===== config.mk =====
export PLATFORM = sky130hd
export DESIGN_NAME = i2c_stall_watchdog
export DESIGN_NICKNAME = d
export VERILOG_FILES = /design/src/rtl/i2c_wdog_pkg.sv /design/src/rtl/wdog_datapath.sv /design/src/rtl/wdog_control.sv /design/src/rtl/i2c_stall_watchdog.sv
export SDC_FILE = /design/constraint.sdc
export NUM_CORES = 1
export LEC_CHECK = 0
export BUFFER_PORTS_ARGS = -buffer_cell sky130_fd_sc_hd__buf_2
export CAP_MARGIN = 20
export CELL_PAD_IN_SITES_DETAIL_PLACEMENT = 1
export CELL_PAD_IN_SITES_GLOBAL_PLACEMENT = 1
export CORE_UTILIZATION = 40
export CTS_CLUSTER_DIAMETER = 60
export DETAILED_ROUTE_END_ITERATION = 12
export GPL_TIMING_DRIVEN = 0
export PLACE_DENSITY_LB_ADDON = 0.1
export SLEW_MARGIN = 20
export SYNTH_ARGS = -nofsm -noshare
export SYNTH_HDL_FRONTEND = slang
export SYNTH_SLANG_ARGS = --single-unit

===== constraint.sdc =====
create_clock -name clk -period 2.9 [get_ports clk]
set_input_delay 0.29 -clock clk [delete_from_list [all_inputs] [get_ports clk]]
set_output_delay 0.29 -clock clk [all_outputs]
set_load 0.02 [all_outputs]

===== src/rtl/i2c_wdog_pkg.sv =====
package i2c_wdog_pkg;
  localparam int STATUS_N = 6;

  typedef struct packed {
    logic load;
    logic dec;
  } cntStrobe_t;
endpackage


===== src/rtl/wdog_datapath.sv =====
module wdog_datapath
  import i2c_wdog_pkg::*;
#(
  parameter int REG_W  = 32,
  parameter int PSC_W  = 3,
  parameter int TOUT_W = 16
) (
  input  logic              clk,
  input  logic              rstN,
  input  logic              cfgWrEn,
  input  logic [REG_W-1:0]  cfgWrData,
  output logic [REG_W-1:0]  cfgRdData,
  input  cntStrobe_t        strobe,
  output logic              tick,
  output logic              cntIsOne,
  output logic              toutZero
);
  localparam int DIV_W = (1 << PSC_W) - 1;

  logic [PSC_W-1:0]  pscSel;
  logic [TOUT_W-1:0] toutVal;
  logic [TOUT_W-1:0] cnt;
  logic [DIV_W-1:0]  divCnt;
  logic [DIV_W:0]    divSpan;
  logic [DIV_W-1:0]  divMask;

  always_ff @(posedge clk or negedge rstN) begin
    if (!rstN) begin
      pscSel  <= '0;
      toutVal <= '0;
    end else if (cfgWrEn) begin
      pscSel  <= cfgWrData[TOUT_W +: PSC_W];
      toutVal <= cfgWrData[TOUT_W-1:0];
    end
  end

  always_comb begin
    cfgRdData = '0;
    cfgRdData[TOUT_W-1:0]        = toutVal;
    cfgRdData[TOUT_W +: PSC_W]   = pscSel;
  end

  // Divider: free-running, phase restarted by a configuration write
  always_ff @(posedge clk or negedge rstN) begin
    if (!rstN)        divCnt <= '0;
    else if (cfgWrEn) divCnt <= '0;
    else              divCnt <= divCnt + 1'b1;
  end

  assign divSpan = (DIV_W+1)'(1) << pscSel;
  assign divMask = divSpan[DIV_W-1:0] - 1'b1;
  assign tick    = (divCnt & divMask) == divMask;

  always_ff @(posedge clk or negedge rstN) begin
    if (!rstN)            cnt <= '0;
    else if (strobe.load) cnt <= toutVal;
    else if (strobe.dec)  cnt <= cnt - 1'b1;
  end

  assign cntIsOne = (cnt == TOUT_W'(1));
  assign toutZero = (toutVal == '0);

  a_r6_count_down: assert property (@(posedge clk) disable iff (!rstN)
    strobe.dec && !strobe.load |=> cnt == $past(cnt) - 1'b1);
  a_r8_hold_without_strobe: assert property (@(posedge clk) disable iff (!rstN)
    !strobe.dec && !strobe.load |=> $stable(cnt));
  a_r3_write_restarts_divider: assert property (@(posedge clk) disable iff (!rstN)
    cfgWrEn && cfgWrData[TOUT_W +: PSC_W] != '0 |=> !tick);
endmodule


===== src/rtl/wdog_control.sv =====
module wdog_control
  import i2c_wdog_pkg::*;
(
  input  logic                clk,
  input  logic                rstN,
  input  logic [STATUS_N-1:0] statusSet,
  input  logic                mstStart,
  input  logic                slvStart,
  input  logic                mstStop,
  input  logic                slvStop,
  input  logic                slvMode,
  input  logic                slvAddressed,
  input  logic                arbLost,
  input  logic                busErr,
  input  logic                toClear,
  input  logic                tick,
  input  logic                cntIsOne,
  input  logic                toutZero,
  output cntStrobe_t          strobe,
  output logic                toFlag,
  output logic                toIrq
);
  logic running;
  logic haltEvt;
  logic reloadEvt;
  logic expire;

  assign haltEvt   = mstStop | slvStop | arbLost | busErr | (slvMode & ~slvAddressed);
  assign reloadEvt = (|statusSet) | mstStart | slvStart;

  always_comb begin
    strobe.load = reloadEvt & ~haltEvt;
    strobe.dec  = running & tick & ~reloadEvt & ~haltEvt;
  end
  assign expire = strobe.dec & cntIsOne;

  always_ff @(posedge clk or negedge rstN) begin
    if (!rstN) begin
      running <= 1'b0;
      toFlag  <= 1'b0;
      toIrq   <= 1'b0;
    end else begin
      if (haltEvt)        running <= 1'b0;
      else if (reloadEvt) running <= ~toutZero;
      else if (expire)    running <= 1'b0;
      if (expire)         toFlag  <= 1'b1;
      else if (toClear)   toFlag  <= 1'b0;
      toIrq <= expire;
    end
  end

  a_r12_flag_sticky: assert property (@(posedge clk) disable iff (!rstN)
    toFlag && !toClear |=> toFlag);
  a_r7_irq_single: assert property (@(posedge clk) disable iff (!rstN)
    toIrq |=> !toIrq);
  a_r7_irq_with_flag: assert property (@(posedge clk) disable iff (!rstN)
    toIrq |-> toFlag);
  a_r10_halt_wins: assert property (@(posedge clk) disable iff (!rstN)
    haltEvt |=> !running && !toIrq);
  a_r11_zero_disables: assert property (@(posedge clk) disable iff (!rstN)
    reloadEvt && !haltEvt && toutZero |=> !running);
endmodule


===== src/rtl/i2c_stall_watchdog.sv =====
module i2c_stall_watchdog
  import i2c_wdog_pkg::*;
#(
  parameter int REG_W  = 32,
  parameter int PSC_W  = 3,
  parameter int TOUT_W = 16
) (
  input  logic                clk,
  input  logic                rstN,
  input  logic                cfgWrEn,
  input  logic [REG_W-1:0]    cfgWrData,
  output logic [REG_W-1:0]    cfgRdData,
  input  logic [STATUS_N-1:0] statusSet,
  input  logic                mstStart,
  input  logic                slvStart,
  input  logic                mstStop,
  input  logic                slvStop,
  input  logic                slvMode,
  input  logic                slvAddressed,
  input  logic                arbLost,
  input  logic                busErr,
  input  logic                toClear,
  output logic                toFlag,
  output logic                toIrq
);
  cntStrobe_t strobe;
  logic tick;
  logic cntIsOne;
  logic toutZero;

  wdog_datapath #(.REG_W(REG_W), .PSC_W(PSC_W), .TOUT_W(TOUT_W)) u_dp (
    .clk(clk), .rstN(rstN), .cfgWrEn(cfgWrEn), .cfgWrData(cfgWrData),
    .cfgRdData(cfgRdData), .strobe(strobe), .tick(tick),
    .cntIsOne(cntIsOne), .toutZero(toutZero)
  );

  wdog_control u_ctl (
    .clk(clk), .rstN(rstN), .statusSet(statusSet), .mstStart(mstStart),
    .slvStart(slvStart), .mstStop(mstStop), .slvStop(slvStop),
    .slvMode(slvMode), .slvAddressed(slvAddressed), .arbLost(arbLost),
    .busErr(busErr), .toClear(toClear), .tick(tick), .cntIsOne(cntIsOne),
    .toutZero(toutZero), .strobe(strobe), .toFlag(toFlag), .toIrq(toIrq)
  );
endmodule


== Yosys cells after proc, flatten, opt, wreduce, memory -nomap -nowiden ==
Cells that the tools add are included.

* Add/sub/neg operators: 3
* Muxes and demuxes: 8
* Reduce and logical (&&, ||, !) cells: 5
* Shifts and indexed selects: 1
* Bitwise gates (word level): 17
* Eq/ne operators: 2

{| class="wikitable"
|+ Operator list
! cell !! number
|-
| $mux 16 || 2
|-
| $eq 16x1->1 const B || 1
|-
| $logic_not 16->1 || 1
|-
| $sub 16x1->16 const B || 1
|-
| $add 7x1->7 const B || 1
|-
| $and 7x7->7 || 1
|-
| $eq 7x7->1 || 1
|-
| $mux 7 || 1
|-
| $shl 1x3->7 const A || 1
|-
| $sub 7x1->7 const B || 1
|-
| $and 1x1->1 || 6
|-
| $or 1x1->1 || 6
|-
| $reduce_or 6->1 || 1
|-
| $mux 1 || 5
|-
| $not 1->1 || 4
|-
| $reduce_bool 2->1 || 2
|-
| $reduce_bool 3->1 || 1
|}

* Word-level logic and storage cells: 43
* Register bits after elaboration: 45
* Input port bits: 50

== Logic depth before layout (Yosys ltp) ==
* Depth in word-level cells: 11
* Gate-level depth with buffers: 8

== Hierarchy ==
A second synthesis with hierarchy kept.

* Cell total of the unflattened synthesis: 218
* Area total of the unflattened synthesis: 2334.7 um^2

{| class="wikitable"
|+ Modules (own cells, without submodules)
! module !! seq. area each (um^2) !! area an instance (um^2) !! instances !! cells each
|-
| wdog_datapath || 1051.0 || 2117.0 || 1 || 198
|-
| wdog_control || 75.1 || 217.7 || 1 || 20
|}

== Worst setup path after synthesis ==
Ideal clock, no wire load.

* Kind: input to register
* Start point: input port statusSet[5]
* End point: register u_dp.cnt[15]
* Setup time: 137 ps
* Arrival: 1894 ps
* Stages on the path: 7
* Slack: 869 ps
* Path buffers: 1
* Required time: 2763 ps
* Path through: or4_4 -> nor2_4 -> o311ai_2 -> or2_4 -> buf_6 -> o311ai_0 -> nand3_1

* Longest elaborated chain between the ends: 7
* Elaborated cells between the ends (all ways): 9

{| class="wikitable"
|+ Ends and longest elaborated chain
! what !! line !! text
|-
| start, declared || i2c_stall_watchdog.sv:13 || <nowiki>input logic [STATUS_N-1:0] statusSet,</nowiki>
|-
| $reduce_or 6->1 * || wdog_control.sv:29 || <nowiki>assign reloadEvt = (|statusSet) | mstStart | slvStart;</nowiki>
|-
| $or 1x1->1 * (2 in series) || wdog_control.sv:29 ||
|-
| $not 1->1 || wdog_control.sv:33 || <nowiki>strobe.dec = running & tick & ~reloadEvt & ~haltEvt;</nowiki>
|-
| $and 1x1->1 (2 in series) || wdog_control.sv:33 ||
|-
| $reduce_bool 2->1 (no source line) || n/a ||
|-
| end signal, assigned || wdog_datapath.sv:56 || <nowiki>else if (strobe.load) cnt <= toutVal;</nowiki>
|-
| end signal, assigned || wdog_datapath.sv:57 || <nowiki>else if (strobe.dec) cnt <= cnt - 1'b1;</nowiki>
|-
| end, declared || wdog_datapath.sv:22 || <nowiki>logic [TOUT_W-1:0] cnt;</nowiki>
|}

Every way passes the cells marked *; elsewhere a longest branch is shown, timed or not.
A chain may end at the register's enable or synchronous reset.

== Final worst setup path ==
* Start point: register u_dp.cnt[5]
* End point: register u_dp.cnt[13]

* Longest elaborated chain between the ends: 3

{| class="wikitable"
|+ Ends and longest elaborated chain
! what !! line
|-
| $sub 16x1->16 || wdog_datapath.sv:57
|-
| $mux 16 || wdog_datapath.sv:57
|-
| $mux 16 || wdog_datapath.sv:56
|}

Every way passes these cells. The select of a mux whose other input is x is not followed.

==> impl_metrics.env <==
export IMPL_cap_violations=0
export IMPL_postRouteAntennaNets=0
export IMPL_die_x_um=78.9
export IMPL_cts_resized=0
export IMPL_min_path_type="in -> async"
export IMPL_maxSlewViolCount=0
export IMPL_setup_violations=0
export IMPL_viasPerCell=5.30
export IMPL_cp_buffers_inverters=0
export IMPL_outcome="finished with violations"
export IMPL_synth_xor_xnor_area_share=0.0111
export IMPL_critPathArrivalTime_ps=2360
export IMPL_postCtsSetupBuffers=0
export IMPL_ios=84
export IMPL_ys_types=49
export IMPL_power_leakage_uw=0.00134
export IMPL_cts_buffer_depth=2
export IMPL_clock_sinks=45
export IMPL_grt_pass1_vias=2074
export IMPL_crit_path_max_fanout=6
export IMPL_routed_wl_um=6160
export IMPL_drive_gt1_frac=0.335
export IMPL_synthAdderAreaFrac=0.0159
export IMPL_fmax_mhz=461
export IMPL_whs_ps=-21.6
export IMPL_fin_skew_ps=8.34
export IMPL_synthSimpleGateAreaFrac=0.187
export IMPL_cp_cell_sequence="or4_1 > nor2_1 > nand3_1 > nor4_1 > o21ai_0 > a21o_1"
export IMPL_synthArstFlopShare=1.00
export IMPL_ys_seq_area_frac=0.476
export IMPL_rsz0062_at_grt="no"
export IMPL_grt_max_degree=46
export IMPL_clkTransAtPathRegs_ps=90
export IMPL_max_stage_delay_ps=560
export IMPL_core_um2=5610
export IMPL_antenna_found_initial=0
export IMPL_synth_mux_area_frac=0.0809
export IMPL_synthCells=240
export IMPL_synth_seq_cells=45
export IMPL_start_util=0.422
export IMPL_vdd_drop_max_v=0.000278
export IMPL_cp_top_family="simple AND/OR/NAND/NOR gates"
export IMPL_die_area_um2=6230
export IMPL_period_needed_ps=2170
export IMPL_diodes=0
export IMPL_grt_ovfl_total=0
export IMPL_p_seq_frac=0.528
export IMPL_crit_path_start_kind="flip-flop"
export IMPL_die_h_um=78.9
export IMPL_power_switching_uw=504
export IMPL_drc=0
export IMPL_routedWlPerCell_um=15.9
export IMPL_finalCritPeriodShare=0.748
export IMPL_htreeDepth=2
export IMPL_fin_area_um2=2870
export IMPL_grtUsageTotal=0.222
export IMPL_p_int_uw=1020
export IMPL_io_buffers=56
export IMPL_crit_path_end_kind="flip-flop"
export IMPL_root_buffer="clkbuf_8"
export IMPL_avgSynthCellArea_um2=9.86
export IMPL_clock_latency_ps=300
export IMPL_cts_buffers=5
export IMPL_worstMarginPinSlew_ps=754
export IMPL_rows=27
export IMPL_syn_cell_area_um2=2370
export IMPL_ys_flop_type="dfrtp_1"
export IMPL_final_hold_viol_count=45
export IMPL_gp_congestion=0.762
export IMPL_hpwl_um=4710
export IMPL_crit_slowest_cell="or4_1"
export IMPL_register_area_um2=1130
export IMPL_synth_top_family_by_area="simple AND/OR/NAND/NOR gates"
export IMPL_final_nets=368
export IMPL_setup_tns_ps=0
export IMPL_total_power_uw=1520
export IMPL_synth_compound_area_frac=0.145
export IMPL_place_area_um2=2780
export IMPL_regToRegSetupSlack_ps=730
export IMPL_ys_warn_count=0
export IMPL_num_fill_cells=688
export IMPL_power_frac_comb=0.215
export IMPL_violations="hold timing"
export IMPL_cts_tree="done"
export IMPL_p_clk_frac=0.257
export IMPL_critPathKind="reg -> reg"
export IMPL_powerDensity_nw_per_um2=530
export IMPL_multi_input_comb_area_um2=1090
export IMPL_required_ps=3100
export IMPL_final_core_util=0.512
export IMPL_syn_to_final_growth_pct=21.4
export IMPL_cts_hold_repair_buffers=0
export IMPL_slew_headroom=0.497
export IMPL_grt_pass1_wl_um=10500
export IMPL_drtIter0Drc=59
export IMPL_vias=2057
export IMPL_synth_edf_count=0
export IMPL_switching_share=0.331
export IMPL_firstDrtPassIters=4
power groups by stage:
stage               registers [uW]  clock network, uW  logic, uW
CTS                            803                407        331
floorplan                      820                  0        190
finish                         803                391        328
global placement               811                  0        317
global route                   819                431        368
detailed placement             815                  0        328
routing by layer:
metal	vias up	part of all wire	global-route usage
met4	0	0.019	0.0782
met2	45	0.47	0.336
met5	-	0	0
met1	1022	0.47	0.316
met3	12	0.035	0.0402
li1	978	-	-
cells by family after synthesis:
family	Yosys count
AO/OA/AOI/OAI	50
XOR/XNOR	3
adder cells (fa/ha/maj)	3
buffers and inverters	36
flip-flops	45
multiplexers	17
other	1
AND/OR/NAND/NOR	85
flip-flops by register name, indices dropped and copies added (netlist names):
name and flops:
u_dp.divCnt 7, u_ctl.toIrq 1, u_ctl.running 1, u_dp.cnt 16
u_ctl.toFlag 1, u_dp.toutVal 16, u_dp.pscSel 3
synth_stat cells, types with 2 or more instances:
cell | n | area, um^2
a21oi_1 | 4 | 20.0
inv_1 | 14 | 52.6
a21boi_0 | 5 | 37.5
buf_2 | 3 | 15.0
nand2b_1 | 3 | 18.8
nand3_1 | 7 | 35.0
a21o_1 | 4 | 30.0
and3_1 | 3 | 18.8
a22oi_1 | 3 | 22.5
or2_2 | 3 | 18.8
o21ai_0 | 17 | 85.1
buf_4 | 13 | 97.6
a211oi_1 | 2 | 15.0
clkbuf_1 | 4 | 15.0
or3_1 | 3 | 18.8
or4_1 | 2 | 15.0
dfrtp_1 | 45 | 1130
ha_1 | 3 | 37.5
nor2_1 | 21 | 78.8
nor3_1 | 6 | 30.0
nor4_1 | 7 | 43.8
and2_1 | 2 | 12.5
mux2_2 | 17 | 191
or4_4 | 2 | 22.5
a32oi_1 | 3 | 26.3
xor2_1 | 2 | 17.5
nand2_1 | 20 | 75.1
worst register-to-register path, cell delays in order, from the launching register on:
cell and delay (ps):
dfrtp_1 410, or4_1 560, nor2_1 290, nand3_1 250, nor4_1 240, o21ai_0 110, a21o_1 200
cell usage in the layout (no fill, tap or decap), types with 5 or more instances in the layout:
master,synthesis,layout
nor3_1,6,6
dfrtp_1,45,45
buf_2,3,58
nor2_1,21,21
a21boi_0,5,5
clkbuf_1,4,5
o21ai_0,17,17
mux2_2,17,17
conb_1,1,13
nor4_1,7,7
nand2_1,20,20
nand3_1,7,7
inv_1,14,14
clkbuf_8,0,5
buf_4,13,14
stage by stage:
stage	std cells	setup WS (ps)
finish	388	732
global route	388	593
CTS	388	757
detailed placement	380	610
global placement	380	634
floorplan	252	869
final cells by class:
class / count / share of cell area
clock buffers: 6 / 0.0253
plain buffers: 22 / 0.0497
repair buffers: 56 / 0.0984
well taps: 72 / 0.0314
multi-input cells: 171 / 0.380
clock inverters: 2 / 0.00523
inverters: 14 / 0.0183
flip-flops and latches: 45 / 0.392
final timing paths:
check                               from             end  depth (start not counted)
min reg2reg                 u_ctl.toFlag    u_ctl.toFlag                          1
max in group asynchronous           rstN     u_dp.cnt[1]                          1
max                          u_dp.cnt[5]    u_dp.cnt[13]                          6
max reg2reg                  u_dp.cnt[5]    u_dp.cnt[13]                          6
min in group clk           cfgWrData[17]  u_dp.pscSel[1]                          3
min                                 rstN   u_ctl.running                          1
(Power assumes the default switching activity.)
